### src/rtl/wbdm_pkg.sv
// Package: response codes and miss-sequencer states shared by the cache.
package wbdm_pkg;
    typedef enum logic [1:0] {
        RSP_NONE = 2'd0,
        RSP_WAIT = 2'd1,
        RSP_DONE = 2'd2
    } rsp_e;

    typedef enum logic [1:0] {
        ST_IDLE = 2'd0,
        ST_WB   = 2'd1,
        ST_FILL = 2'd2
    } miss_st_e;
endpackage

### src/rtl/wbdm_addr_split.sv
// Wraps a two's complement request address onto the memory word space and
// cuts it into tag, slot index and word offset.
// Assumes the memory size is a power of two, so wrapping is a bit select.
module wbdm_addr_split #(
    parameter int REQ_W  = 16,
    parameter int ADDR_W = 10,
    parameter int OFF_W  = 2,
    parameter int IDX_W  = 5,
    localparam int TAG_W = ADDR_W - OFF_W - IDX_W
) (
    input  logic [REQ_W-1:0] raw_addr,
    output logic [TAG_W-1:0] f_tag,
    output logic [IDX_W-1:0] f_idx,
    output logic [OFF_W-1:0] f_off
);
    logic [ADDR_W-1:0] wrapped;

    // Modulo 2^ADDR_W of a two's complement value is its low bits.
    always_comb begin
        wrapped = raw_addr[ADDR_W-1:0];
        f_off   = wrapped[OFF_W-1:0];
        f_idx   = wrapped[OFF_W +: IDX_W];
        f_tag   = wrapped[ADDR_W-1 -: TAG_W];
    end
endmodule

### src/rtl/wbdm_meta_store.sv
// Per-slot tag, valid and dirty storage with one shared slot select.
// Assumes at most one of fill/clear/set is active in a cycle (fill wins).
module wbdm_meta_store #(
    parameter int IDX_W = 5,
    parameter int TAG_W = 3,
    localparam int SLOTS = 1 << IDX_W
) (
    input  logic             clk,
    input  logic             rst_n,
    input  logic [IDX_W-1:0] sel_idx,
    input  logic             fill_en,
    input  logic [TAG_W-1:0] fill_tag,
    input  logic             clr_dirty,
    input  logic             set_dirty,
    output logic [TAG_W-1:0] cur_tag,
    output logic             cur_valid,
    output logic             cur_dirty
);
    logic [TAG_W-1:0] tag_q   [SLOTS];
    logic [SLOTS-1:0] valid_q;
    logic [SLOTS-1:0] dirty_q;

    for (genvar g = 0; g < SLOTS; g++) begin : g_slot
        // Update one slot's metadata when it is selected.
        always_ff @(posedge clk) begin
            if (!rst_n) begin
                tag_q[g]   <= '0;
                valid_q[g] <= 1'b0;
                dirty_q[g] <= 1'b0;
            end else if (sel_idx == IDX_W'(g)) begin
                if (fill_en) begin
                    tag_q[g]   <= fill_tag;
                    valid_q[g] <= 1'b1;
                    dirty_q[g] <= 1'b0;
                end else if (clr_dirty) begin
                    dirty_q[g] <= 1'b0;
                end else if (set_dirty) begin
                    dirty_q[g] <= 1'b1;
                end
            end
        end
    end

    // Read port for the selected slot.
    always_comb begin
        cur_tag   = tag_q[sel_idx];
        cur_valid = valid_q[sel_idx];
        cur_dirty = dirty_q[sel_idx];
    end
endmodule

### src/rtl/wbdm_data_store.sv
// Cache data array: word write for hits, whole-line write for refills,
// combinational word and line read of the selected slot.
// Assumes word and line writes never occur in the same cycle.
module wbdm_data_store #(
    parameter int IDX_W  = 5,
    parameter int OFF_W  = 2,
    parameter int DATA_W = 32,
    localparam int SLOTS = 1 << IDX_W,
    localparam int WORDS = 1 << OFF_W,
    localparam int LINE_W = WORDS * DATA_W
) (
    input  logic              clk,
    input  logic [IDX_W-1:0]  sel_idx,
    input  logic [OFF_W-1:0]  sel_off,
    input  logic              word_we,
    input  logic [DATA_W-1:0] word_wdata,
    input  logic              line_we,
    input  logic [LINE_W-1:0] line_wdata,
    output logic [DATA_W-1:0] rd_word,
    output logic [LINE_W-1:0] rd_line
);
    logic [DATA_W-1:0] arr_q [SLOTS][WORDS];

    for (genvar w = 0; w < WORDS; w++) begin : g_word
        // Write one word column from a hit or from a refill.
        always_ff @(posedge clk) begin
            if (line_we) begin
                arr_q[sel_idx][w] <= line_wdata[w*DATA_W +: DATA_W];
            end else if (word_we && sel_off == OFF_W'(w)) begin
                arr_q[sel_idx][w] <= word_wdata;
            end
        end
        // Pack the selected line, word w at bits [w*DATA_W +: DATA_W].
        assign rd_line[w*DATA_W +: DATA_W] = arr_q[sel_idx][w];
    end

    // Word read for the requester.
    assign rd_word = arr_q[sel_idx][sel_off];
endmodule

### src/rtl/wbdm_miss_fsm.sv
// Miss sequencer: idle, optional writeback of a dirty victim, then refill.
// Assumes the requester holds its request until done and mem_ack is a pulse.
module wbdm_miss_fsm
    import wbdm_pkg::*;
(
    input  logic clk,
    input  logic rst_n,
    input  logic req_valid,
    input  logic hit,
    input  logic victim_dirty,
    input  logic mem_ack,
    output logic busy,
    output logic mem_req,
    output logic mem_write,
    output logic fill_en,
    output logic clr_dirty
);
    miss_st_e st_q, st_d;

    // State register.
    always_ff @(posedge clk) begin
        if (!rst_n) st_q <= ST_IDLE;
        else        st_q <= st_d;
    end

    // Next state and memory-side controls.
    always_comb begin
        st_d      = st_q;
        mem_req   = 1'b0;
        mem_write = 1'b0;
        fill_en   = 1'b0;
        clr_dirty = 1'b0;
        unique case (st_q)
            ST_IDLE: begin
                if (req_valid && !hit) st_d = victim_dirty ? ST_WB : ST_FILL;
            end
            ST_WB: begin
                mem_req   = 1'b1;
                mem_write = 1'b1;
                if (mem_ack) begin
                    clr_dirty = 1'b1;
                    st_d      = ST_FILL;
                end
            end
            ST_FILL: begin
                mem_req = 1'b1;
                if (mem_ack) begin
                    fill_en = 1'b1;
                    st_d    = ST_IDLE;
                end
            end
            default: st_d = ST_IDLE;
        endcase
    end

    assign busy = (st_q != ST_IDLE);
endmodule

### src/rtl/wbdm_cache.sv
// Direct-mapped write-back cache controller top.
// Hits answer combinationally; misses run writeback (if dirty) then refill.
// Assumes one request at a time, held stable until rsp_code is done.
module wbdm_cache
    import wbdm_pkg::*;
#(
    parameter int REQ_W  = 16,
    parameter int ADDR_W = 10,
    parameter int OFF_W  = 2,
    parameter int IDX_W  = 5,
    parameter int DATA_W = 32,
    localparam int TAG_W  = ADDR_W - OFF_W - IDX_W,
    localparam int LINE_W = (1 << OFF_W) * DATA_W
) (
    input  logic              clk,
    input  logic              rst_n,
    input  logic              req_valid,
    input  logic              req_write,
    input  logic [REQ_W-1:0]  req_addr,
    input  logic [DATA_W-1:0] req_wdata,
    output logic [1:0]        rsp_code,
    output logic [DATA_W-1:0] rsp_rdata,
    output logic              mem_req,
    output logic              mem_write,
    output logic [ADDR_W-1:0] mem_addr,
    output logic [LINE_W-1:0] mem_wdata,
    input  logic              mem_ack,
    input  logic [LINE_W-1:0] mem_rdata
);
    logic [TAG_W-1:0] a_tag, cur_tag;
    logic [IDX_W-1:0] a_idx;
    logic [OFF_W-1:0] a_off;
    logic cur_valid, cur_dirty, hit, busy, fill_en, clr_dirty, wr_hit;

    wbdm_addr_split #(.REQ_W(REQ_W), .ADDR_W(ADDR_W), .OFF_W(OFF_W), .IDX_W(IDX_W)) u_split (
        .raw_addr(req_addr), .f_tag(a_tag), .f_idx(a_idx), .f_off(a_off)
    );

    wbdm_meta_store #(.IDX_W(IDX_W), .TAG_W(TAG_W)) u_meta (
        .clk(clk), .rst_n(rst_n), .sel_idx(a_idx),
        .fill_en(fill_en), .fill_tag(a_tag),
        .clr_dirty(clr_dirty), .set_dirty(wr_hit),
        .cur_tag(cur_tag), .cur_valid(cur_valid), .cur_dirty(cur_dirty)
    );

    wbdm_data_store #(.IDX_W(IDX_W), .OFF_W(OFF_W), .DATA_W(DATA_W)) u_data (
        .clk(clk), .sel_idx(a_idx), .sel_off(a_off),
        .word_we(wr_hit), .word_wdata(req_wdata),
        .line_we(fill_en), .line_wdata(mem_rdata),
        .rd_word(rsp_rdata), .rd_line(mem_wdata)
    );

    wbdm_miss_fsm u_fsm (
        .clk(clk), .rst_n(rst_n), .req_valid(req_valid), .hit(hit),
        .victim_dirty(cur_dirty), .mem_ack(mem_ack), .busy(busy),
        .mem_req(mem_req), .mem_write(mem_write),
        .fill_en(fill_en), .clr_dirty(clr_dirty)
    );

    // Hit detection and write-hit enable; only in idle.
    always_comb begin
        hit    = cur_valid && (cur_tag == a_tag);
        wr_hit = req_valid && req_write && hit && !busy;
    end

    // Response code toward the requester.
    always_comb begin
        if (busy)           rsp_code = RSP_WAIT;
        else if (!req_valid) rsp_code = RSP_NONE;
        else if (hit)       rsp_code = RSP_DONE;
        else                rsp_code = RSP_WAIT;
    end

    // Line base address: victim tag for writeback, request tag for refill.
    assign mem_addr = {(mem_write ? cur_tag : a_tag), a_idx, {OFF_W{1'b0}}};
endmodule

### config.mk
export PLATFORM = sky130hd
export DESIGN_NAME = wbdm_cache
export DESIGN_NICKNAME = d
export VERILOG_FILES = /design/src/rtl/wbdm_pkg.sv /design/src/rtl/wbdm_addr_split.sv /design/src/rtl/wbdm_meta_store.sv /design/src/rtl/wbdm_data_store.sv /design/src/rtl/wbdm_miss_fsm.sv /design/src/rtl/wbdm_cache.sv
export SDC_FILE = /design/constraint.sdc
export NUM_CORES = 2
export LEC_CHECK = 0
export ABC_AREA = 0
export BUFFER_PORTS_ARGS = -buffer_cell sky130_fd_sc_hd__buf_2
export CAP_MARGIN = 20
export CELL_PAD_IN_SITES_DETAIL_PLACEMENT = 1
export CELL_PAD_IN_SITES_GLOBAL_PLACEMENT = 1
export CORE_MARGIN = 3
export CORE_UTILIZATION = 35
export DETAILED_ROUTE_END_ITERATION = 10
export PLACE_DENSITY_LB_ADDON = 0.1
export SLEW_MARGIN = 30
export SYNTH_ARGS = -nofsm -noshare
export SYNTH_HDL_FRONTEND = slang
export SYNTH_MEMORY_MAX_BITS = 65536
export SYNTH_SLANG_ARGS = --single-unit
### constraint.sdc
create_clock -name clk -period 10.75 [get_ports clk]
set_input_delay 2.6875 -clock clk [delete_from_list [all_inputs] [get_ports clk]]
set_output_delay 2.6875 -clock clk [all_outputs]
set_load 0.01 [all_outputs]
# Word level (Yosys, flattened, before mapping)
# Memory sizes are Yosys's and may differ from the RTL's.
# Index checks and enable logic that the tools add are counted.
op_classes:
  n_reduce_logical: 82
  magnitude_cmp: 2
  bitwise_logic: 37
  muxes: 171
  eq_ne: 40
ops:
  columns: ["operator", "n"]
  rows:
  - ["$mux 32", 6]
  - ["$reduce_and 2->1", 64]
  - ["$mux 1", 121]
  - ["$mux 3", 33]
  - ["$eq 5x5->1 const B", 16]
  - ["$bmux 32 s2", 1]
  - ["$eq 5x4->1 const B", 8]
  - ["$or 1x1->1", 36]
  - ["$eq 5x3->1 const B", 4]
  - ["$mux 2", 7]
  - ["$bmux 1 s5", 2]
  - ["$eq 5x2->1 const B", 2]
  - ["$logic_and 1x1->1", 9]
  - ["$eq 2x2->1 const B", 3]
  - ["$lt 5x6->1 const B", 1]
  - ["$pmux 2 s3", 1]
  - ["$eq 5x1->1 const B", 1]
  - ["$logic_not 5->1", 1]
  - ["$eq 2x1->1 const B", 2]
  - ["$logic_not 2->1", 2]
  - ["$ne 2x2->1 const B", 2]
  - ["$eq 3x3->1", 1]
  - ["$ge 3x3->1 const B", 1]
  - ["$not 2->3", 1]
  - ["other kinds (6)", 7]
word_totals:
  ram_bits: 4192
  mem_count: 2
  input_bits: 181
  ff_bits: 66
memory_table:
  columns: ["name", "words", "word_bits", "rd", "rd_clocked_by_memory_dff", "wr", "line_no", "text"]
  rows:
  - ["u_data.arr_q", 32, 128, 1, 0, 1, "wbdm_data_store.sv:22", "logic [DATA_W-1:0] arr_q [SLOTS][WORDS];"]
  - ["u_meta.tag_q", 32, 3, 1, 0, 32, "wbdm_meta_store.sv:19", "logic [TAG_W-1:0] tag_q [SLOTS];"]

# Logic depth before layout (Yosys ltp)
logic_depth:
  ltp_word: 10
  ltp_mapped: 13

# By module
# Synthesis repeated with hierarchy kept, for this count alone.
unflattened:
  cells_unflattened: 9197
  hier_area_um2: 165406.1
by_module_without_submodules:
  columns: ["mod", "area_per_inst_um2", "instances", "cells_per_inst"]
  rows:
  - ["wbdm_data_store", 157403.5, 1, 8518]
  - ["wbdm_meta_store", 7613.6, 1, 633]
  - ["wbdm_miss_fsm", 187.7, 1, 21]
  - ["wbdm_cache", 126.4, 1, 15]
  - ["wbdm_addr_split", 75.1, 1, 10]

# Worst setup path after synthesis
# OpenSTA, ideal clock, no wires.
synth_timing:
  path_kind: "input to output"
  start: "in req_addr[2]"
  end: "out rsp_rdata[14]"
  path_stages: 11
  arrival_time_ns: 6.015
  slack_ns: 2.048
  cell_sequence: "buf_4 > buf_2 > buf_2 > buf_2 > buf_2 > buf_1 > mux4_2 > mux4_2 > nand2_1 > nand2_1 > mux4_2"
synth_between:
  elab_chain_cells: 4
synth_rtl:
  columns: ["element", "line_no", "text"]
  rows:
  - ["start: declaration", "wbdm_cache.sv:19", "input logic [REQ_W-1:0] req_addr,"]
  - ["$mem_v2 32x128", null, null]
  - ["net mem_wdata[110]", "wbdm_cache.sv:26", "output logic [LINE_W-1:0] mem_wdata,"]
  - ["$bmux 32 s2", "wbdm_data_store.sv:38", "assign rd_word = arr_q[sel_idx][sel_off];"]
  - ["$mux 32 (implied by the code) (2 in series)", "wbdm_data_store.sv:38", null]
  - ["end: declaration", "wbdm_cache.sv:22", "output logic [DATA_W-1:0] rsp_rdata,"]
# The timed path passes the listed nets, and every way through them passes these cells. The select of a mux whose other input is x is not followed.

# Final worst setup path
layout_timing:
  start: "in req_addr[3]"
  end: "out rsp_rdata[4]"
layout_between:
  elab_chain_cells: 4
layout_rtl:
  columns: ["element", "line_no"]
  rows:
  - ["$mem_v2 32x128", null]
  - ["$bmux 32 s2", "wbdm_data_store.sv:38"]
  - ["$mux 32 (implied by the code) (2 in series)", "wbdm_data_store.sv:38"]
# Every way passes these cells. The select of a mux whose other input is x is not followed.

==> flow_metrics.py <==
metrics = {
    "sta": {
        "setup_viol": 0,
        "finClkSkew_ns": 0.07019,
        "rsz0062_at_grt": "false",
        "fmax_mhz": 105.0,
        "fin_crit_ns": 9.526,
        "worst_slew_pin_slew_ns": 1.034,
        "post-route-period-util_pct": 88.62,
        "finalHoldViolCount": 0,
        "maxSlewHeadroom_pct": 31.05,
        "fin_tns_setup_ns": 0,
        "slew_viol_final": 0,
        "hold_slack_ns": 0.4572,
    },
    "route": {
        "drcViolationCount": 0,
        "wirelength_um": 565100,
        "firstDrtPassIters": 5,
        "routedWlPerCell_um": 38.99,
        "via_count": 81588,
        "drtIter0Drc": 8866,
        "ant_nets": 0,
        "via_per_inst": 5.629,
    },
    "critical_path": {
        "reg2reg_to": "u_data.arr_q[12][48]",
        "cp_num_buf_inv": 3,
        "cp-startpoint": "req_addr[3]",
        "cp_max_fo": 53,
        "cp_cell_sequence": "buf_8 -> buf_4 -> mux4_2 -> mux4_2 -> nand2_1 -> nand2_1 -> mux4_2 -> buf_2",
        "path_common_cell": "mux4_2",
        "crit_path_start_kind": "input port",
        "crit_family": "multiplexers",
        "rr_worst_depth": 11,
        "crit_arrival_ns": 6.84,
        "worstReg2RegStart": "u_meta.tag_q[8][1]",
        "crit_path_end_kind": "primary output",
        "worstSetupPathType": "input port to primary output",
        "cp_slowest_cell": "mux4_2",
        "max_stage_delay_ns": 0.86,
        "r2r_setup_slack_ns": 5.04,
        "cp.required_ns": 8.06,
    },
    "finish": {
        "drive_above_1_share_pct": 36.73,
        "fillerInstances": 43146,
        "postLayoutCellArea_um2": 193200,
        "multi_input_area_um2": 37260,
        "final_nets": 8035,
        "finalNonFillerCells": 14495,
        "area_delta_synth_final_pct": 16.95,
        "final_util_pct": 41.21,
        "seq_area_um2": 127200,
    },
    "global_route": {
        "gr-total-overflow": 0,
        "grt_pass1_wl_um": 758100,
        "grt_pass1_vias": 85486,
        "grt_usage_pct": 23.25,
        "grt_max_degree": 80,
        "antenna_found_initial": 85,
    },
    "clock_tree": {
        "cts_buffers": 463,
        "cts.sink_count": 4258,
        "h-tree-depth": 5,
        "ctsResizeCount": 0,
        "root_buffer": "clkbuf_16",
        "clk_path_buf_depth": 4,
        "cts.clk_slew.worst_paths_ns": 0.05,
        "cts_tree": "done",
        "clk_latency_ns": 1.03,
        "post-cts-setup-buffer-count": 0,
        "holdBufCountCts": 0,
    },
    "placement": {
        "dp_cells": 13582,
        "portBuffers": 346,
        "post-dp-hpwl_um": 352000,
        "placed_area_um2": 178500,
        "gp_congestion": 0.7783,
    },
    "power_and_ir_drop": {
        "power.density_nw_per_um2": 187.3,
        "p_leak_uw": 0.06044,
        "ir_worst_vdd_v": 0.0001344,
    },
    "min_path": {
        "worstHoldPathCells": 2,
        "min_to": "u_meta.valid_q[16]",
        "min_path_type": "flop to flop",
        "hold_start": "u_meta.valid_q[16]",
    },
    "synthesis": {
        "synth_edf_count": 4192,
        "ys_types": 53,
        "avgSynthCellArea_um2": 23.24,
        "synth_top_area_share_pct": 76.19,
        "synth_cells": 7110,
        "synthArstFlopShare_pct": 0,
        "synth-seq-area-share_pct": 76.99,
        "netlist_top_cells_area": "edfxtp_1 76%, mux4_2 18%, nand2_1 1.0%, dfxtp_1 0.80%, clkbuf_1 0.69%",
        "synthFlopType": "edfxtp_1",
        "ys_ff_latch": 4258,
        "netlist_area_um2": 165200,
        "yosysTopAreaCell": "edfxtp_1",
        "ys_warn_count": 0,
    },
    "floorplan": {
        "dieHeight_um": 693.1,
        "fp.dieW_um": 693.1,
        "io_pins": 355,
        "design.core.area_um2": 468900,
        "die-area_um2": 480300,
        "rows": 251,
        "initial_core_util_pct": 35.24,
    },
    "flow_run": {
        "maxCapViolCount": 0,
    },
    "status": {
        "status": "finished clean",
    },
}
[stage by stage]
| stage | total power [µW] | setup slack (ns) |
|---|---|---|
| 2_1_floorplan | 19860 | 2.048 |
| 3_3_place_gp | 21060 | 1.104 |
| 3_5_place_dp | 21110 | 1.150 |
| 4_1_cts | 36570 | 1.247 |
| 5_1_grt | 37300 | 1.180 |
| 6_report | 36190 | 1.224 |
[registers in the layout, summed over array words and instances, names as in the netlist]
| name | cells |
|---|---|
| u_data.arr_q | 4096 |
| u_meta.dirty_q | 32 |
| u_fsm.st_q | 2 |
| u_meta.valid_q | 32 |
| u_meta.tag_q | 96 |
[worst min-delay path, stage by stage, from the launching register on]
cell,delay [ns]
dfxtp_1,0.32
nand2_1,0.04
o21ai_0,0.06
[layer usage]
layer | share of wire (%) | GRT usage, %
met1 | 42 | 31.79
met2 | 48 | 37.57
met3 | 6.5 | 4.274
met4 | 3.6 | 7.855
met5 | 0.061 | 0
[where the power goes]
part / internal, µW / total [µW] / switching (µW)
Clock: 8830 / 15500 / 6650
Combinational: 764 / 2370 / 1600
Sequential: 18300 / 18300 / 18.4
Total: 27900 / 36200 / 8270
[cells in the final DEF (no fill, tap or decap), types with 12 or more instances in the layout]
cell type / Yosys / layout
buf_16: 0 / 40
dfxtp_1: 66 / 66
mux2i_1: 22 / 21
buf_4: 13 / 272
edfxtp_1: 4192 / 4192
clkbuf_16: 0 / 468
nand2_1: 457 / 432
buf_8: 0 / 12
buf_12: 0 / 62
clkbuf_1: 305 / 94
nor2_4: 0 / 128
buf_2: 30 / 338
mux2_4: 28 / 28
clkinv_2: 0 / 85
clkinv_1: 2 / 129
nand2_2: 0 / 24
bufinv_16: 0 / 37
o21ai_0: 68 / 67
mux4_2: 1348 / 1348
nor2_1: 169 / 41
o221a_2: 33 / 33
diode_2: 0 / 67
nor3_1: 106 / 106
mux2_2: 90 / 98
[how the worst max path moves through the flow]
stage,end,depth (start not counted)
global placement,u_data.arr_q[8][52],13
CTS,rsp_rdata[5],10
floorplan,rsp_rdata[14],11
finish,rsp_rdata[4],8
global route,rsp_code[0],11
detailed placement,u_data.arr_q[11][52],13
[logic make-up after synthesis]
logic type / share of synthesized area (%)
xor gates and xnor gates: 0.005302
buffers and inverters: 1.109
and+or+nand+nor: 1.868
DFF: 76.99
muxes: 19.45
adders and majority gates: 0.02272
AOI/OAI and AO/OA: 0.5543
other: 0.002270
[cells in the mapped netlist, drive strengths merged, types with 6 or more instances]
master	instances
nor2	169
nor3	107
mux4	1348
clkbuf	305
dfxtp	66
buf	144
mux2	129
o221a	33
inv	8
mux2i	22
nand2	457
edfxtp	4192
o21ai	69
nand3	6
[area by class of cell]
cell class / instances / share of cell area (%)
diodes: 67 / 0.08677
clock buffers: 562 / 6.243
clock inverters: 282 / 1.287
inverters: 10 / 0.02331
multi-input cells: 2394 / 19.28
flip-flops and latches: 4258 / 65.83
well taps: 6198 / 4.013
repair buffers: 724 / 3.238
(Power assumes the default switching activity.)
